[config.mk]
export PLATFORM = sky130hd
export DESIGN_NAME = bus_size_bridge
export DESIGN_NICKNAME = d
export VERILOG_FILES = /design/src/rtl/bsb_pkg.sv /design/src/rtl/bsb_lane_decode.sv /design/src/rtl/bsb_wr_steer.sv /design/src/rtl/bsb_rd_steer.sv /design/src/rtl/bus_size_bridge.sv
export SDC_FILE = /design/constraint.sdc
export NUM_CORES = 1
export LEC_CHECK = 0
export BUFFER_PORTS_ARGS = -buffer_cell sky130_fd_sc_hd__buf_2
export CAP_MARGIN = 20
export CORE_MARGIN = 2
export CORE_UTILIZATION = 40
export DETAILED_ROUTE_END_ITERATION = 16
export GPL_TIMING_DRIVEN = 1
export HOLD_SLACK_MARGIN = 0.15
export PLACE_DENSITY = 0.75
export SLEW_MARGIN = 0
export SYNTH_ARGS = -nofsm -noshare
export SYNTH_HDL_FRONTEND = slang
export SYNTH_HIERARCHICAL = 1
export SYNTH_SLANG_ARGS = --single-unit
[constraint.sdc]
create_clock -name clk -period 2 [get_ports clk]
set_clock_uncertainty 0.1 [all_clocks]
set_input_delay 0.3 -clock clk [delete_from_list [all_inputs] [get_ports clk]]
set_output_delay 0.3 -clock clk [all_outputs]
set_load 0.01 [all_outputs]
[src/rtl/bsb_pkg.sv]
// Shared widths, region codes and the decoded lane-select record for the
// bus sizing bridge. Assumes a processor data path made of whole bytes.
package bsb_pkg;
    localparam int DATA_W = 32;
    localparam int BYTE_W = 8;
    localparam int HALF_W = DATA_W / 2;
    localparam int LANES  = DATA_W / BYTE_W;
    localparam int IDX_W  = $clog2(LANES);

    typedef enum logic [1:0] {
        RW_32  = 2'd0,
        RW_16  = 2'd1,
        RW_8   = 2'd2,
        RW_RSV = 2'd3
    } region_w_e;

    typedef struct packed {
        logic [IDX_W-1:0] lane;   // low address bits presented to memory
        logic             noop;   // no byte enabled
        logic             bhe_n;  // high-byte enable, 16-bit region
        logic             ble_n;  // low-byte enable, equals address bit 0
        logic [LANES-1:0] be_n;   // byte enables for a 32-bit region
    } lane_sel_t;
endpackage

[src/rtl/bsb_lane_decode.sv]
// Byte-enable decoder. Finds the lowest enabled byte and derives the low
// address bits plus the half-word and byte strobes for the addressed width.
// Assumes four byte lanes; purely combinational.
module bsb_lane_decode
    import bsb_pkg::*;
(
    input  logic [LANES-1:0] be_n,
    input  region_w_e        width,
    output lane_sel_t        sel
);
    logic [LANES-1:0] be;
    logic [IDX_W-1:0] low_idx;
    logic             narrow;
    logic             none_on;

    // Locate the lowest enabled byte lane.
    always_comb begin
        be      = ~be_n;
        low_idx = '0;
        for (int i = LANES - 1; i >= 0; i--) begin
            if (be[i]) low_idx = IDX_W'(i);
        end
    end

    assign none_on = (be == '0);
    assign narrow  = (width == RW_16) || (width == RW_8);

    // Assemble the strobes that the addressed memory width needs.
    always_comb begin
        sel.noop  = none_on;
        sel.lane  = (narrow && !none_on) ? low_idx : '0;
        sel.ble_n = 1'b1;
        sel.bhe_n = 1'b1;
        sel.be_n  = '1;
        if (!narrow) begin
            sel.be_n = be_n;
        end else if (!none_on) begin
            sel.ble_n = low_idx[0];
            if (width == RW_16) sel.bhe_n = ~be[{low_idx[IDX_W-1], 1'b1}];
        end
    end
endmodule

[src/rtl/bsb_wr_steer.sv]
// Write-data steering. Moves the selected half-word or byte onto the low
// memory lanes; lanes that are not steered pass through unchanged.
module bsb_wr_steer
    import bsb_pkg::*;
(
    input  logic [DATA_W-1:0] wdata,
    input  region_w_e         width,
    input  logic [IDX_W-1:0]  lane,
    output logic [DATA_W-1:0] mdata
);
    // Select the source lane for the narrow memory data lines.
    always_comb begin
        mdata = wdata;
        case (width)
            RW_16:   mdata[HALF_W-1:0] = wdata[lane[IDX_W-1]*HALF_W +: HALF_W];
            RW_8:    mdata[BYTE_W-1:0] = wdata[lane*BYTE_W +: BYTE_W];
            default: mdata = wdata;
        endcase
    end
endmodule

[src/rtl/bsb_rd_steer.sv]
// Read-data steering. Copies the narrow memory's low lanes onto every
// processor lane they can serve, so the byte lands where it was asked for.
module bsb_rd_steer
    import bsb_pkg::*;
(
    input  logic [DATA_W-1:0] mdata,
    input  region_w_e         width,
    output logic [DATA_W-1:0] rdata
);
    for (genvar g = 0; g < LANES; g++) begin : g_lane
        // Choose the memory byte that feeds processor lane g.
        always_comb begin
            case (width)
                RW_8:    rdata[g*BYTE_W +: BYTE_W] = mdata[BYTE_W-1:0];
                RW_16:   rdata[g*BYTE_W +: BYTE_W] = mdata[(g % 2)*BYTE_W +: BYTE_W];
                default: rdata[g*BYTE_W +: BYTE_W] = mdata[g*BYTE_W +: BYTE_W];
            endcase
        end
    end
endmodule

[src/rtl/bus_size_bridge.sv]
// Bus sizing bridge between a 32-bit requester and a 32/16/8-bit memory
// region. Registers one narrow memory cycle per request, then registers the
// steered read data with a one-cycle completion pulse. Assumes the memory
// returns read data within the strobe cycle and the region code is stable
// alongside the request strobe.
module bus_size_bridge
    import bsb_pkg::*;
#(
    parameter int ADDR_W = 32
) (
    input  logic                clk,
    input  logic                rst_n,
    input  logic [ADDR_W-3:0]   req_addr,
    input  logic [LANES-1:0]    req_be_n,
    input  logic [DATA_W-1:0]   req_wdata,
    input  logic                req_rd,
    input  logic                req_wr,
    input  logic [1:0]          region_width,
    output logic [ADDR_W-1:0]   mem_addr,
    output logic [LANES-1:0]    mem_be_n,
    output logic                mem_bhe_n,
    output logic                mem_ble_n,
    output logic                mem_rd,
    output logic                mem_wr,
    output logic [DATA_W-1:0]   mem_wdata,
    input  logic [DATA_W-1:0]   mem_rdata,
    output logic                size8_n,
    output logic                size16_n,
    output logic [DATA_W-1:0]   rsp_rdata,
    output logic                rsp_done
);
    localparam int WORD_AW = ADDR_W - IDX_W;

    region_w_e         req_w;
    lane_sel_t         sel;
    logic [DATA_W-1:0] wr_steered;
    logic [DATA_W-1:0] rd_steered;
    logic              req_go;
    logic              req_is_wr;

    logic              s1_valid;
    logic              s1_rd;
    logic              s1_noop;
    region_w_e         s1_w;

    assign req_w     = region_w_e'(region_width);
    assign req_go    = req_rd | req_wr;
    assign req_is_wr = req_wr & ~req_rd;

    bsb_lane_decode i_decode (
        .be_n  (req_be_n),
        .width (req_w),
        .sel   (sel)
    );

    bsb_wr_steer i_wr_steer (
        .wdata (req_wdata),
        .width (req_w),
        .lane  (sel.lane),
        .mdata (wr_steered)
    );

    bsb_rd_steer i_rd_steer (
        .mdata (mem_rdata),
        .width (s1_w),
        .rdata (rd_steered)
    );

    // Stage 1: present one memory cycle for each accepted request.
    always_ff @(posedge clk) begin
        if (!rst_n) begin
            s1_valid  <= 1'b0;
            s1_rd     <= 1'b0;
            s1_noop   <= 1'b0;
            s1_w      <= RW_32;
            mem_rd    <= 1'b0;
            mem_wr    <= 1'b0;
            mem_addr  <= '0;
            mem_be_n  <= '1;
            mem_bhe_n <= 1'b1;
            mem_ble_n <= 1'b1;
            mem_wdata <= '0;
            size8_n   <= 1'b1;
            size16_n  <= 1'b1;
        end else begin
            s1_valid <= req_go;
            mem_rd   <= req_rd & ~sel.noop;
            mem_wr   <= req_is_wr & ~sel.noop;
            size8_n  <= ~(req_go && req_w == RW_8);
            size16_n <= ~(req_go && req_w == RW_16);
            if (req_go) begin
                s1_rd     <= req_rd;
                s1_noop   <= sel.noop;
                s1_w      <= req_w;
                mem_addr  <= {req_addr[WORD_AW-1:0], sel.lane};
                mem_be_n  <= sel.be_n;
                mem_bhe_n <= sel.bhe_n;
                mem_ble_n <= sel.ble_n;
                if (req_is_wr && !sel.noop) mem_wdata <= wr_steered;
            end
        end
    end

    // Stage 2: capture steered read data and signal completion.
    always_ff @(posedge clk) begin
        if (!rst_n) begin
            rsp_done  <= 1'b0;
            rsp_rdata <= '0;
        end else begin
            rsp_done <= s1_valid;
            if (s1_valid && s1_rd && !s1_noop) rsp_rdata <= rd_steered;
        end
    end

    // At most one memory strobe, and only after an accepted request.
    assert_strobe_excl_R1: assert property (@(posedge clk) disable iff (!rst_n)
        $onehot0({mem_rd, mem_wr}));
    assert_strobe_cause_R1: assert property (@(posedge clk) disable iff (!rst_n)
        (mem_rd || mem_wr) |-> $past(req_go));

    // Size indications are exclusive and quiet when no request came in.
    assert_size_excl_R3: assert property (@(posedge clk) disable iff (!rst_n)
        !(!size8_n && !size16_n));
    assert_size_idle_R3: assert property (@(posedge clk) disable iff (!rst_n)
        !$past(req_go) |-> (size8_n && size16_n));

    // A narrow region never drives the wide byte enables.
    assert_narrow_be_R5: assert property (@(posedge clk) disable iff (!rst_n)
        (!size8_n || !size16_n) |-> (mem_be_n == '1));

    // Completion follows the presented cycle by exactly one edge.
    assert_done_follow_R9: assert property (@(posedge clk) disable iff (!rst_n)
        (mem_rd || mem_wr) |=> rsp_done);

    // All-disabled byte enables never reach the memory.
    assert_noop_quiet_R10: assert property (@(posedge clk) disable iff (!rst_n)
        $past(req_go && req_be_n == '1) |-> (!mem_rd && !mem_wr));
endmodule

Yosys cells after proc, flatten, opt, wreduce, memory -nomap -nowiden. Index checks and enable logic that the tools add are counted.

Register bits after elaboration: 112. Input port bits: 104. Word-level logic and storage cells: 60.

Order comparisons: 1. Bitwise logic cells: 10. Equality and inequality tests: 4. Shifts and indexed selects: 2. Reduce and logical (&&, ||, !) cells: 12. Mux-type cells: 16.

Operator list (number): 8-bit one-hot mux with 2 select lines (2); 32-bit by 6-bit indexed part select with 16-bit output (1); 32-bit by 6-bit indexed part select with 8-bit output (1); 8-bit 2-to-1 mux (3); 2-bit 2-to-1 mux (7); 1-bit logical AND (6); 1-bit inverter (5); 2-bit by 1-bit == test with 1-bit output, second input constant (2); 2-bit == test, second input constant (2); 4-bit zero test (1); 4-bit 2-to-1 mux (1); 4-bit inverter (1); 1-bit bitwise AND (3); 2-bit by 3-bit < comparator with 1-bit output, second input constant (1); 1-bit 2-to-1 mux (3); 1-bit zero test (2); 2-bit AND reduction (1); 2-bit OR reduction (1); 1-bit logical OR (1); 1-bit bitwise OR (1).

Depth between registers and ports, before layout.
Word-level depth: 11. Depth in mapped cells: 9. Gate-level depth less buffers: 9.

Hierarchy. The synthesis kept the hierarchy.

Modules (own cells, without submodules): bus_size_bridge (instances 1, cells an instance 482, area each 4445.5 um^2); bsb_wr_steer (instances 1, cells an instance 62, area each 529.3 um^2); bsb_rd_steer (instances 1, cells an instance 58, area each 484.2 um^2); bsb_lane_decode (instances 1, cells an instance 19, area each 121.4 um^2).

Least setup slack after synthesis. OpenSTA, ideal clock, no wires.

Path type: input to register. From: in region_width[1]. To: reg mem_wdata[0]. Slack: -73 ps. Arrival time: 1853 ps. Cell stages on the path: 9. Required time: 1780 ps. Path through: inv_1 -> ha_1 -> nor3b_1 -> buf_6 -> mux2i_1 -> nor2_1 -> a221o_1 -> nand2_1 -> mux2i_1.

RTL lines: start, declared (line bus_size_bridge.sv:18) `input logic [1:0] region_width,`; end signal, assigned (line bus_size_bridge.sv:99) `if (req_is_wr && !sel.noop) mem_wdata <= wr_steered;`; end, declared (line bus_size_bridge.sv:25) `output logic [DATA_W-1:0] mem_wdata,`.

==> reports/qor.csv <==
stage,metric,value,unit
power_and_ir_drop,total_power_divided_by_cell_area,688,nW/um2
floorplan,count_of_pins_on_the_block_boundary,211,
power_and_ir_drop,ir_drop,0.382,mV
cells_and_area,multiInputGateArea,2790,um2
flow_run,cap_violations,0,
clock_tree,htreeDepth,3,
sta,grt_setup_unrepaired,false,
global_routing,grt_pass1_wl,24.4,mm
sta,fin_crit_sh,92.3,%
sta,fin_setup_tns,0,ns
route,detail_route.drc_violations,0,
route,route.vias.total,5109,
route,detail_route.iter0.violations,282,
critical_path,minimum_setup_slack_among_reg_to_reg_paths,0.30,ns
route,routedWlPerCell,15.4,um
critical_path,timing.critical_path.fanout_max,9,
hold_path,timing.hold.worst.class,in -> reg,
critical_path,reg2reg_depth,6,
sta,hold_viol_final,0,
cells_and_area,filler_cell_count,1240,
clock_tree,clkLatencyLatePin,0.35,ns
floorplan,fp.dieH,122,um
floorplan,die-area,14900,um2
critical_path,cp_slowest_stage_delay,0.35,ns
synthesis,syn_area_per_cell,8.99,um2
cells_and_area,stdcell_area,7410,um2
placed_design,port_buffers,210,
floorplan,floorplan.die.width,122,um
sta,fin_hold_ws,0.198,ns
sta,total_of_endpoints_with_negative_setup_slack_in_the_final_report,0,
synthesis,synth_nets,730,
cells_and_area,drive_above_1_share,33.3,%
clock_tree,post_cts_hold_buffer_count,53,
placed_design,dp_cells,955,
critical_path,criticalPathCategory,in -> reg,
global_routing,grt_use_met1,24.7,%
critical_path,path_cells,"buf_2, ha_1, nor3b_2, buf_4, mux2i_1, nor2_1, a221o_1, nand2_1, mux2i_1",
synthesis,number_of_warnings_printed_during_yosys_synthesis,6,
synthesis,synth_sequential_area_ratio,40.2,%
placed_design,detailedPlace.worstSlack,-0.177,ns
critical_path,worst_r2r_startpoint,s1_w[0],
route,route.detailed.vias_per_inst,4.99,
hold_path,worstHoldEndpoint,size16_n,
clock_tree,clockRootBuffer,clkbuf_16,
cells_and_area,area.sequential,2240,um2
synthesis,synth_cell_type_count,36,
synthesis,netlist_instances,621,
global_routing,grt_antenna_before_repair,0,
critical_path,regToRegEndpoint,rsp_rdata[15],
global_routing,grt_busiest_layer,met2,
route,drt_first_pass_iters,4,
run_status,outcome,"complete, no violations",
floorplan,initial_utilization,40.5,%
global_routing,grt_util_met3,5.24,%
critical_path,timing.critical_path.max_delay_family,simple AND/OR/NAND/NOR gates,
route,totalWireLength,15.8,mm
critical_path,path_common_cell,mux2i_1,
sta,tightestPinTransition,0.667,ns
hold_path,min_from,region_width[0],
cells_and_area,antennaDiodeCount,0,
clock_tree,cts_buffer_depth,2,
critical_path,critPathBufInv,2,
sta,maxSlewViolCount,0,
critical_path,cp_data_required_time,2.14,ns
clock_tree,post_cts_buffers,0,
placed_design,placedInstanceArea,6600,um2
clock_tree,cts_resized,0,
global_routing,number_of_global_route_vias_before_repair,5037,
clock_tree,tritoncts.num_buffers,9,
critical_path,worst_setup_path_start_kind,input port,
cells_and_area,fin_nets,948,
placed_design,gp_congestion,0.854,
floorplan,core_area,13800,um2
cells_and_area,flow.area_growth_from_synthesis,32.7,%
global_routing,groute.layer.met2.usage,35.3,%
placed_design,detailed_place_hpwl,10.6,mm
global_routing,total_congestion_overflow_after_global_routing,0,
hold_path,worst_hold_path.num_cells,3,
clock_tree,cts.reportedPaths.clkPinSlew,0.08,ns
sta,layout_min_cycle_time,1.85,ns
floorplan,row_count,43,
clock_tree,tritoncts,done,
critical_path,timing.critical_path.to_type,flip-flop,
sta,timing.final.ws_setup,0.153,ns
clock_tree,clock_tree_sinks,112,
sta,slew-limit-headroom,55.5,%
global_routing,pin_count_of_the_biggest_net_entering_global_routing,76,
synthesis,post_synthesis_register_bit_count,112,
sta,max_freq,541,MHz
critical_path,crit_start,region_width[0],
global_routing,grt_util_all_layers,20.9,%
route,ant_nets,0,
critical_path,cp.arrival,1.99,ns
power_and_ir_drop,pleak,3.33,nW
cells_and_area,layout.cells.non_filler,1024,
synthesis,synthesis.area,5580,um2
critical_path,slowest_stage,ha_1,
power by group:
part	leakage, nW	switching [mW]	total, mW	internal, mW
logic	2.27	0.492	0.964	0.472
registers	0.919	0.0543	2.40	2.34
clock network	0.133	0.872	1.73	0.860
worst max path at each step:
| stage | endpoint | slack, ns | cells past startpoint |
|---|---|---|---|
| after floorplan | mem_wdata[0] | 0.04 | 9 |
| after global placement | mem_wdata[4] | -0.11 | 9 |
| after detailed placement | mem_wdata[4] | -0.18 | 9 |
| after CTS | mem_wdata[4] | 0.18 | 9 |
| after global routing | mem_wdata[4] | 0.03 | 10 |
| final | mem_wdata[4] | 0.15 | 9 |
layout by cell type (no fill, tap or decap), types with 3 or more instances in the layout:
cell type and instances:
mux2_4 6, mux2i_1 72, or3b_1 35, nand2_1 138, nand3b_1 3, buf_12 6, nand2b_1 9, ha_1 5
buf_2 209, nor2_1 9, dfxtp_1 112, inv_6 3, inv_1 13, buf_4 15, mux2_2 18, clkbuf_16 9
a221o_1 8, o21ai_1 12, a21oi_1 36, dlygate4sd3_1 53, o21ai_0 37, a22oi_1 8, o311ai_1 6
logic make-up (layout without fill, tap and decap cells):
kind of cell	Yosys count	in the layout	synth area share, %
compound gates	113	113	12.3
fa+ha+maj	5	5	1.12
buf+inv	91	314	9.96
flops	112	112	40.2
mux	96	96	18.2
simple gates	204	204	18.3
flip-flops by register name, summed over array words and instances, names as in the netlist, 2 cells and up:
register   count
mem_addr      32
mem_wdata     32
rsp_rdata     32
s1_w           2
mem_be_n       4
routing by layer:
layer  part of all wire, %  wire [um]  vias to the layer above
li1                      -          -                     2539
met1                    43       6830                     2337
met2                    47       7410                      196
met3                   6.9       1090                       37
met4                   3.0        477                        0
met5                     0          0                        -
synth_stat cells (all sizes together):
cell    count  area (um2)
nand2     139         529
dfxtp     112        2240
mux2i      72         721
buf        55         420
o21ai      49         245
a21oi      37         196
or3b       35         307
mux2       24         293
clkbuf     21        78.8
inv        15        56.3
nand2b     11        73.8
nor2        9        33.8
a221o       8        80.1
a22oi       8        60.1
o311ai      6        52.6
ha          5        62.6
nand3b      3        22.5
nor3b       3        22.5
o21a        2        15.0
a211o       1        8.76
a21o        1        8.76
and2        1        6.26
and3b       1        8.76
nor2b       1        6.26
nor4b       1        8.76
o211ai      1        21.3
final cells by class:
cell class	instances	area share [%]
well taps	180	3.04
clock inverters	7	0.743
flip-flops and latches	112	30.3
multi-input cells	418	37.7
repair buffers	283	24.4
clock buffers	9	3.04
inverters	15	0.760
stage by stage:
step / power, mW / utilization, %
after floorplan: 3.01 / -
after global routing: 5.36 / 53.8
final: 5.09 / 53.8
after detailed placement: 3.32 / 47.9
after global placement: 3.31 / 47.9
after CTS: 5.14 / 53.8
worst min-delay path, stage by stage:
cell and delay (ns):
buf_2 0.10, buf_4 0.14, nand3b_1 0.07
No activity file was read; power rests on OpenSTA's default activity.
